--- src/rtl/spi_rtc_pkg.sv ---
package spi_rtc_pkg;
  localparam int BYTE_W = 8;
  localparam int ADDR_W = 5;

  // Per-cycle command from the control FSM to the datapath
  typedef struct packed {
    logic              sample;  // shift bitIn into the receive register
    logic              bitIn;   // synchronised serial input
    logic              launch;  // move the next transmit bit onto dout
    logic              load;    // fetch a byte into the transmit register
    logic              blank;   // fetched byte is forced to zero
    logic              write;   // completed byte is to be stored
    logic              ram;     // target space: 1 = RAM
    logic [ADDR_W-1:0] addr;    // current target address
    logic              drive;   // output enable
    logic              clear;   // chip deselected
  } rtcStrobeT;
endpackage

--- src/rtl/spi_rtc_ctrl.sv ---
module spi_rtc_ctrl
  import spi_rtc_pkg::*;
#(
  parameter int SYNC_STAGES = 2,
  parameter int RAM_DEPTH   = 31,
  parameter int CLK_BURST   = 8
) (
  input  logic              clk,
  input  logic              rstN,
  input  logic              csN,
  input  logic              sclk,
  input  logic              din,
  input  logic [BYTE_W-1:0] rxByte,
  output rtcStrobeT         st
);
  localparam int IDX_W   = $clog2(RAM_DEPTH + 1);
  localparam int BIT_W   = $clog2(BYTE_W);
  localparam logic [BIT_W-1:0] LAST_BIT = BIT_W'(BYTE_W - 1);

  logic [SYNC_STAGES-1:0] csPipe, sclkPipe, dinPipe;
  logic sclkPrev;

  always_ff @(posedge clk or negedge rstN) begin
    if (!rstN) begin
      csPipe   <= '1;
      sclkPipe <= '1;
      dinPipe  <= '0;
      sclkPrev <= 1'b1;
    end else begin
      csPipe   <= {csPipe[SYNC_STAGES-2:0], csN};
      sclkPipe <= {sclkPipe[SYNC_STAGES-2:0], sclk};
      dinPipe  <= {dinPipe[SYNC_STAGES-2:0], din};
      sclkPrev <= sclkPipe[SYNC_STAGES-1];
    end
  end

  logic sclkS, active, rise, fall;
  assign sclkS  = sclkPipe[SYNC_STAGES-1];
  assign active = !csPipe[SYNC_STAGES-1];
  assign rise   = sclkS && !sclkPrev;
  assign fall   = !sclkS && sclkPrev;

  logic [BIT_W-1:0]  bitCnt;
  logic              inData, dead, isRead, isRam, isBurst, loadPend;
  logic [ADDR_W-1:0] ptr;
  logic [IDX_W-1:0]  idx, burstLen;
  logic              byteDone, cmdDone, dataDone, inRange, cmdBurst;

  always_comb begin
    if (!isBurst)   burstLen = IDX_W'(1);
    else if (isRam) burstLen = IDX_W'(RAM_DEPTH);
    else            burstLen = IDX_W'(CLK_BURST);
  end

  assign byteDone = rise && active && !dead && (bitCnt == LAST_BIT);
  assign cmdDone  = byteDone && !inData;
  assign dataDone = byteDone && inData;
  assign inRange  = idx < burstLen;
  assign cmdBurst = &rxByte[ADDR_W:1];

  always_ff @(posedge clk or negedge rstN) begin
    if (!rstN) begin
      bitCnt <= '0; inData <= 1'b0; dead <= 1'b0; isRead <= 1'b0;
      isRam <= 1'b0; isBurst <= 1'b0; loadPend <= 1'b0;
      ptr <= '0; idx <= '0;
    end else if (!active) begin
      bitCnt   <= '0;
      inData   <= 1'b0;
      dead     <= 1'b0;
      isRead   <= 1'b0;
      loadPend <= 1'b0;
    end else begin
      if (rise && !dead) bitCnt <= bitCnt + 1'b1;
      if (cmdDone) begin
        if (!rxByte[0]) begin
          dead <= 1'b1;
        end else begin
          inData   <= 1'b1;
          isRead   <= rxByte[BYTE_W-1];
          isRam    <= rxByte[BYTE_W-2];
          isBurst  <= cmdBurst;
          ptr      <= cmdBurst ? '0 : rxByte[ADDR_W:1];
          idx      <= '0;
          loadPend <= rxByte[BYTE_W-1];
        end
      end
      if (dataDone && !isRead && inRange) begin
        ptr <= ptr + 1'b1;
        idx <= idx + 1'b1;
      end
      if (dataDone && isRead) loadPend <= 1'b1;
      if (loadPend) begin
        loadPend <= 1'b0;
        if (inRange) begin
          ptr <= ptr + 1'b1;
          idx <= idx + 1'b1;
        end
      end
    end
  end

  always_comb begin
    st.sample = rise && active && !dead;
    st.bitIn  = dinPipe[SYNC_STAGES-1];
    st.launch = fall && active && inData && isRead;
    st.load   = loadPend;
    st.blank  = !inRange;
    st.write  = dataDone && !isRead && inRange;
    st.ram    = isRam;
    st.addr   = ptr;
    st.drive  = active && inData && isRead;
    st.clear  = !active;
  end
endmodule

--- src/rtl/spi_rtc_dpath.sv ---
module spi_rtc_dpath
  import spi_rtc_pkg::*;
#(
  parameter int RAM_DEPTH = 31,
  parameter int CTRL_ADDR = 7
) (
  input  logic              clk,
  input  logic              rstN,
  input  rtcStrobeT         st,
  output logic [BYTE_W-1:0] rxByte,
  output logic [ADDR_W-1:0] tkRdAddr,
  input  logic [BYTE_W-1:0] tkRdData,
  output logic              tkWrEn,
  output logic [ADDR_W-1:0] tkWrAddr,
  output logic [BYTE_W-1:0] tkWrData,
  output logic              dout,
  output logic              doutOe
);
  logic [BYTE_W-1:0] rxShift, txShift, ramRd, rdByte;
  logic [BYTE_W-1:0] ram [RAM_DEPTH];
  logic              wpBit, doutR, ctrlHit, ramHit, allow, ramWe;

  assign rxByte  = {rxShift[BYTE_W-2:0], st.bitIn};
  assign ctrlHit = !st.ram && (st.addr == ADDR_W'(CTRL_ADDR));
  assign ramHit  = st.addr < ADDR_W'(RAM_DEPTH);
  assign allow   = !wpBit || ctrlHit;
  assign ramWe   = st.write && st.ram && ramHit && allow;

  always_ff @(posedge clk or negedge rstN) begin
    if (!rstN)          rxShift <= '0;
    else if (st.sample) rxShift <= rxByte;
  end

  for (genvar i = 0; i < RAM_DEPTH; i++) begin : g_row
    always_ff @(posedge clk or negedge rstN) begin
      if (!rstN)                                      ram[i] <= '0;
      else if (ramWe && st.addr == ADDR_W'(i))        ram[i] <= rxByte;
    end
  end

  always_ff @(posedge clk or negedge rstN) begin
    if (!rstN)                      wpBit <= 1'b0;
    else if (st.write && ctrlHit)   wpBit <= rxByte[BYTE_W-1];
  end

  always_comb begin
    ramRd = '0;
    for (int k = 0; k < RAM_DEPTH; k++)
      if (st.addr == ADDR_W'(k)) ramRd = ram[k];
  end

  always_comb begin
    if (st.ram)       rdByte = ramRd;
    else if (ctrlHit) rdByte = {wpBit, {(BYTE_W-1){1'b0}}};
    else              rdByte = tkRdData;
  end

  always_ff @(posedge clk or negedge rstN) begin
    if (!rstN) begin
      txShift <= '0;
      doutR   <= 1'b0;
    end else if (st.clear) begin
      txShift <= '0;
      doutR   <= 1'b0;
    end else if (st.load) begin
      txShift <= st.blank ? '0 : rdByte;
    end else if (st.launch) begin
      doutR   <= txShift[BYTE_W-1];
      txShift <= {txShift[BYTE_W-2:0], 1'b0};
    end
  end

  assign tkRdAddr = st.addr;
  assign tkWrEn   = st.write && !st.ram && !ctrlHit && allow;
  assign tkWrAddr = st.addr;
  assign tkWrData = rxByte;
  assign doutOe   = st.drive;
  assign dout     = st.drive && doutR;
endmodule

--- src/rtl/spi_rtc_if.sv ---
module spi_rtc_if
  import spi_rtc_pkg::*;
#(
  parameter int SYNC_STAGES = 2,
  parameter int RAM_DEPTH   = 31,
  parameter int CLK_BURST   = 8,
  parameter int CTRL_ADDR   = 7
) (
  input  logic              clk,
  input  logic              rstN,
  input  logic              csN,
  input  logic              sclk,
  input  logic              din,
  output logic              dout,
  output logic              doutOe,
  output logic [ADDR_W-1:0] tkRdAddr,
  input  logic [BYTE_W-1:0] tkRdData,
  output logic              tkWrEn,
  output logic [ADDR_W-1:0] tkWrAddr,
  output logic [BYTE_W-1:0] tkWrData
);
  rtcStrobeT         st;
  logic [BYTE_W-1:0] rxByte;

  spi_rtc_ctrl #(
    .SYNC_STAGES(SYNC_STAGES), .RAM_DEPTH(RAM_DEPTH), .CLK_BURST(CLK_BURST)
  ) u_ctrl (
    .clk(clk), .rstN(rstN), .csN(csN), .sclk(sclk), .din(din),
    .rxByte(rxByte), .st(st)
  );

  spi_rtc_dpath #(
    .RAM_DEPTH(RAM_DEPTH), .CTRL_ADDR(CTRL_ADDR)
  ) u_dpath (
    .clk(clk), .rstN(rstN), .st(st), .rxByte(rxByte),
    .tkRdAddr(tkRdAddr), .tkRdData(tkRdData),
    .tkWrEn(tkWrEn), .tkWrAddr(tkWrAddr), .tkWrData(tkWrData),
    .dout(dout), .doutOe(doutOe)
  );
endmodule

--- config.mk ---
export PLATFORM = sky130hd
export DESIGN_NAME = spi_rtc_if
export DESIGN_NICKNAME = d
export VERILOG_FILES = /design/src/rtl/spi_rtc_pkg.sv /design/src/rtl/spi_rtc_ctrl.sv /design/src/rtl/spi_rtc_dpath.sv /design/src/rtl/spi_rtc_if.sv
export SDC_FILE = /design/constraint.sdc
export NUM_CORES = 1
export LEC_CHECK = 0
export CORE_ASPECT_RATIO = 1.2
export CORE_UTILIZATION = 56
export CTS_CLUSTER_SIZE = 16
export DETAILED_ROUTE_END_ITERATION = 10
export PLACE_DENSITY = 0.7
export SETUP_SLACK_MARGIN = 0.2
export SLEW_MARGIN = 20
export SYNTH_ARGS = -nofsm -noshare
export SYNTH_HDL_FRONTEND = slang
export SYNTH_SLANG_ARGS = --single-unit
--- constraint.sdc ---
create_clock -name clk -period 3.4 [get_ports clk]
set_input_delay 0.51 -clock clk [delete_from_list [all_inputs] [get_ports clk]]
set_output_delay 0.51 -clock clk [all_outputs]
set_load 0.01 [all_outputs]
* Word level (Yosys, flattened, before mapping)
Cells that the tools add are included.
Storage, ports and cells: logic and storage cells 233, flip-flop bits (word level) 291
Operators by class: $lt $le $gt $ge 2, bitwise logic cells 1, reduce and logical (&&, ||, !) cells 77, multiplexer cells 69, eq/ne operators 33, add/sub/neg operators 3
Operator list (number):
- $mux W8 | 37
- $eq A5 B5 Y1 const B | 15
- $mux W5 | 13
- $logic_and A1 B1 Y1 | 56
- $eq A5 B4 Y1 const B | 8
- $eq A5 B3 Y1 const B | 4
- $mux W1 | 17
- $add A5 B1 Y5 const B | 2
- $eq A5 B2 Y1 const B | 2
- $logic_not A1 Y1 | 9
- $reduce_bool A2 Y1 | 4
- $mux W3 | 2
- $reduce_and A2 Y1 | 3
- $eq A5 B1 Y1 const B | 1
- $logic_not A5 Y1 | 1
- $lt A5 B5 Y1 | 1
- $lt A5 B5 Y1 const B | 1
- $reduce_and A5 Y1 | 1
- $ne A2 B1 Y1 const B | 2
- $add A3 B1 Y3 const B | 1
- $eq A3 B3 Y1 const B | 1
- $reduce_and A3 Y1 | 1
- $reduce_bool A3 Y1 | 1
- $logic_or A1 B1 Y1 | 1
- $not A1 Y1 | 1

* Longest topological paths before layout
depth after elaboration 36, mapped depth 13, depth with buffers taken out 11

* Hierarchy
From an unflattened synthesis, not the netlist that was laid out.
Unflattened totals: cells, all modules 1347, area, all modules 15185.8 µm²
By module, submodules not included:
- spi_rtc_dpath | area an instance 13783.2 µm², cells an instance 1204, instances 1
- spi_rtc_ctrl | area an instance 1402.6 µm², cells an instance 143, instances 1

* Worst setup path before layout
Ideal clock, no wire load.
path kind reg-to-reg, start point reg u_ctrl.isRam, end point reg u_dpath.ram[208] (netlist name), slack 0.305 ns, data arrival time 2.971 ns, cell stages (with the launch flop) 14, buffers on the path 4, library setup time 0.125 ns, required time 3.275 ns, cells stage by stage dfrtp_1 > clkbuf_1 > clkbuf_1 > nand2_1 > ha_1 > o21ai_0 > a21oi_1 > o41ai_1 > and4b_1 > buf_4 > and2_1 > buf_6 > nand3_4 > mux2_2
Between the ends: cells in the longest elaborated chain, start to end 8
Ends and longest elaborated chain:
- start: declaration | line spi_rtc_ctrl.sv:44 | logic inData, dead, isRead, isRam, isBurst, loadPend;
- start signal: assignment | line spi_rtc_ctrl.sv:80 | isRam <= rxByte[BYTE_W-2];
- $mux W5 | line spi_rtc_ctrl.sv:51 | else if (isRam) burstLen = IDX_W'(RAM_DEPTH);
- $mux W5 | line spi_rtc_ctrl.sv:50 | if (!isBurst) burstLen = IDX_W'(1);
- $lt A5 B5 Y1 | line spi_rtc_ctrl.sv:58 | assign inRange = idx < burstLen;
- $logic_and A1 B1 Y1 | line spi_rtc_ctrl.sv:108 | st.write = dataDone && !isRead && inRange;
- $logic_and A1 B1 Y1 (2 in a row) | line spi_rtc_dpath.sv:27 | assign ramWe = st.write && st.ram && ramHit && allow;
- $logic_and A1 B1 Y1 * | line spi_rtc_dpath.sv:27
- $logic_and A1 B1 Y1 * | line spi_rtc_dpath.sv:37 | else if (ramWe && st.addr == ADDR_W'(i)) ram[i] <= rxByte;
- end signal: indexed assignment | line spi_rtc_dpath.sv:37
- end: declaration | line spi_rtc_dpath.sv:20 | logic [BYTE_W-1:0] ram [RAM_DEPTH];
Mark *: on every way between the ends. The rest lies on a longest branch, timed or not. A chain may end at the register's enable or synchronous reset.

* Worst setup path after layout
start point reg u_ctrl.ptr[1], end point reg u_dpath.txShift[6]
Between the ends: cells in the longest elaborated chain, start to end 36
Ends and longest elaborated chain:
- start: declaration | line spi_rtc_ctrl.sv:45 | logic [ADDR_W-1:0] ptr;
- start signal: assignment | line spi_rtc_ctrl.sv:82 | ptr <= cmdBurst ? '0 : rxByte[ADDR_W:1];
- start signal: assignment | line spi_rtc_ctrl.sv:88 | ptr <= ptr + 1'b1;
- start signal: assignment | line spi_rtc_ctrl.sv:95 | ptr <= ptr + 1'b1;
- $logic_not A5 Y1 | line spi_rtc_dpath.sv:49 | if (st.addr == ADDR_W'(k)) ramRd = ram[k];
- $mux W8 (31 in a row) | line spi_rtc_dpath.sv:49
- $mux W8 * | line spi_rtc_dpath.sv:53 | if (st.ram) rdByte = ramRd;
- $mux W8 * | line spi_rtc_dpath.sv:66 | txShift <= st.blank ? '0 : rdByte;
- $mux W8 * | line spi_rtc_dpath.sv:65 | end else if (st.load) begin
- $mux W8 * | line spi_rtc_dpath.sv:62 | end else if (st.clear) begin
- end signal: assignment | line spi_rtc_dpath.sv:66
- end signal: assignment | line spi_rtc_dpath.sv:69 | txShift <= {txShift[BYTE_W-2:0], 1'b0};
- end: declaration | line spi_rtc_dpath.sv:19 | logic [BYTE_W-1:0] rxShift, txShift, ramRd, rdByte;
Marks and branches as above.

==> flow_metrics.tcl <==
set metrics [dict create \
    first_iter_violations 1599 \
    final.setup.tns_ns 0 \
    holdBufCountCts 0 \
    crit_buf_inv 2 \
    period_needed_ns 3.13 \
    cts_tree "built" \
    worst-setup-path-type "reg -> reg" \
    rsz0062_at_grt "true" \
    reg2reg_slack_ns 0.27 \
    dr_total_vias 12300 \
    drv_cap 0 \
    yosys_register_bits 291 \
    synth_edf_count 0 \
    timing.fmax_mhz 320 \
    synthSimpleGateAreaFrac_pct 13.9 \
    layout_commonest_cell "dfrtp_1" \
    die_y_um 181 \
    drt_wl_total_mm 48.4 \
    place_inst 1750 \
    critPathCaptureType "register" \
    syn_nets 1436 \
    synth_top_family_by_area "multiplexers" \
    grt_max_degree 102 \
    power_per_cell_area_nw_per_um2 453 \
    nNetsFinal 1471 \
    rows 65 \
    antenna_found_initial 0 \
    final_cell_mix "dfrtp_1, mux2_2, nand2_1" \
    die_w_um 151 \
    start_util_pct 57.1 \
    worst_pin_slew_ns 0.989 \
    total_leakage_power_uw 0.00779 \
    postCtsSetupBuffers 0 \
    yosysWarnings 0 \
    synthAdderAreaFrac_pct 1.00 \
    status "finished, final reports clean" \
    multi_input_area_um2 7200 \
    syn_inst 1411 \
    cts.sinks 291 \
    ios 34 \
    cts.htree.levels 1 \
    ir_drop_v 0.000460 \
    drive_gt1_share_pct 27.6 \
    cp-startpoint "u_ctrl.ptr[1]" \
    ant_nets 0 \
    rr_worst_depth 9 \
    skew_ns 0.0133 \
    antenna_cells 0 \
    grt_pass1_wl_mm 74.2 \
    yosys.area.top_type "dfrtp_1" \
    async_flop_share_pct 100 \
    cpPeakStageDelay_ns 0.54 \
    grt_remaining_overflow 0 \
    slew_headroom_pct 34.1 \
    numCtsBuffers 29 \
    dr.pass1.iters 6 \
    holdCritPathClass "in -> async" \
    io_buffer_count 33 \
    die-area_um2 27400 \
    crit_family "compound AO/OA/AOI/OAI gates" \
    avgSynthCellArea_um2 10.6 \
    finalHoldViolations 0 \
    synth.distinct_cells 80 \
    synth-xor-area-share_pct 0.117 \
    grt_pass1_vias 12000 \
    core_um2 26300 \
    syn-cell-area_um2 15000 \
    worstSetupStartpointType "register" \
    cts_max_path_buffers 3 \
    area_growth_syn_to_layout_pct 13.2 \
    worst-path-stages 9 \
    gr-usage-all-layers_pct 36.4 \
    slowest_stage "a2111oi_1" \
    synth_compound_area_share_pct 14.5 \
    setup_viol 0 \
    cts_root_buffer "clkbuf_16" \
    final_cells 1801 \
    slew_viol_final 0 \
    cp_cell_sequence "inv_1 -> ha_2 -> buf_4 -> and4b_4 -> nor2_1 -> a22oi_1 -> nand4_1 -> a2111oi_1 -> o21ai_0" \
    r2r-end "u_dpath.txShift[6]" \
    cp.required_ns 3.81 \
    critPathMaxFanout 30 \
    clock_latency_ns 0.56 \
    ys_seq_area_share_pct 48.6 \
    synth_top_area_share_pct 47.8 \
    routedWlPerCell_um 26.9 \
    clk_pin_slew_worst_paths_ns 0.07 \
    vias_per_cell 6.80 \
    fillers 2077 \
    hpwl_mm 33.5 \
    cp.arrival_ns 3.54 \
    register_area_um2 7290 \
    fin_hold_ws_ns 0.0302 \
    reg2reg_from "u_ctrl.ptr[1]" \
    synth_flop_cell "dfrtp_1" \
    crit_end "u_dpath.txShift[6]" \
    drc 0 \
    period_share_pct 92.0 \
    synth_area_leaders "dfrtp_1, mux2_2, nand2_1" \
    finalWeightedCongestion 1.03 \
    muxShareOfSynthArea_pct 18.1 \
]
-- synthesized netlist by cell type (14+ instances only) --
master / count
a22oi_1: 19
buf_4: 14
nand3_1: 23
nor3_1: 34
nor2b_1: 16
o22ai_1: 25
nand2_1: 137
mux2_2: 232
a21oi_1: 61
dfrtp_1: 286
a221oi_1: 17
clkbuf_1: 77
nor2_1: 90
a31oi_1: 18
inv_1: 14
o211ai_1: 16
o21ai_0: 93
-- final cells by class --
type | count | share of cell area (%)
clock inverter | 10 | 0.789
timing repair buffer | 115 | 5.95
inverter | 18 | 0.398
tap | 335 | 2.47
sequential | 291 | 43.0
clock buffer | 41 | 4.96
multi-input combinational | 991 | 42.4
-- worst min path at each step --
stage | start | to | slack, ns | depth (start not counted)
after global placement | u_ctrl.dinPipe[0] | u_ctrl.dinPipe[1] | 0.33 | 0
final | rstN | u_dpath.rxShift[2] | 0.03 | 1
after CTS | rstN | u_ctrl.bitCnt[0] | 0.07 | 1
after detailed placement | u_ctrl.dinPipe[0] | u_ctrl.dinPipe[1] | 0.34 | 0
after floorplan | rstN | u_ctrl.bitCnt[0] | 0.21 | 0
after global routing | rstN | u_ctrl.idx[0] | 0.10 | 1
-- cell families (layout without fill, tap and decap cells) --
logic type,count (synthesis),after routing
AND/OR/NAND/NOR,402,402
AO/OA/AOI/OAI,333,333
flip-flops,291,291
multiplexers,242,242
buffers and inverters,129,184
adder cells (fa/ha/maj),12,12
XOR/XNOR,2,2
-- per-layer routing --
metal / share of wire, % / GRT usage [%]
met1: 40 / 49.3
met2: 46 / 56.9
met3: 8.0 / 5.13
met4: 5.9 / 18.1
met5: 0 / 0
-- what timing repair did --
item                                    CTS  global route
hold endpoints to repair                  0             0
endpoints found under the setup margin    2             8
resized for setup                         3            11
-- flip-flops by register name, summed over array words and instances (netlist names), 2 cells and up --
signal,cells
u_ctrl.sclkPipe,2
u_dpath.txShift,8
u_ctrl.idx,5
u_ctrl.dinPipe,2
u_dpath.rxShift,7
u_ctrl.csPipe,2
u_ctrl.bitCnt,3
u_dpath.ram,248
u_ctrl.ptr,5
-- worst reg2reg max path: stages, from the launching register on --
cell,delay [ns]
dfrtp_1,0.46
inv_1,0.12
ha_2,0.21
buf_4,0.37
and4b_4,0.43
nor2_1,0.12
a22oi_1,0.28
nand4_1,0.25
a2111oi_1,0.54
o21ai_0,0.22
-- stage by stage --
stage | setup slack [ns] | cell area, µm² | utilization, % | total power (µW)
after global routing | 0.148 | 17000 | 64.6 | 7870
after CTS | 0.214 | 16900 | 64.5 | 7700
after detailed placement | 0.188 | 16000 | 60.7 | 4430
final | 0.271 | 17000 | 64.6 | 7680
after global placement | 0.285 | 16000 | 60.7 | 4420
after floorplan | 0.305 | 15000 | - | 3900
-- power by group --
part / switching, µW / internal (µW) / leakage (µW) / total [µW]
clock network: 1360 / 1940 / 0.000476 / 3300
registers: 73.1 / 3500 / 0.00403 / 3580
logic: 620 / 187 / 0.00328 / 807
No activity file was read; power rests on OpenSTA's default activity.
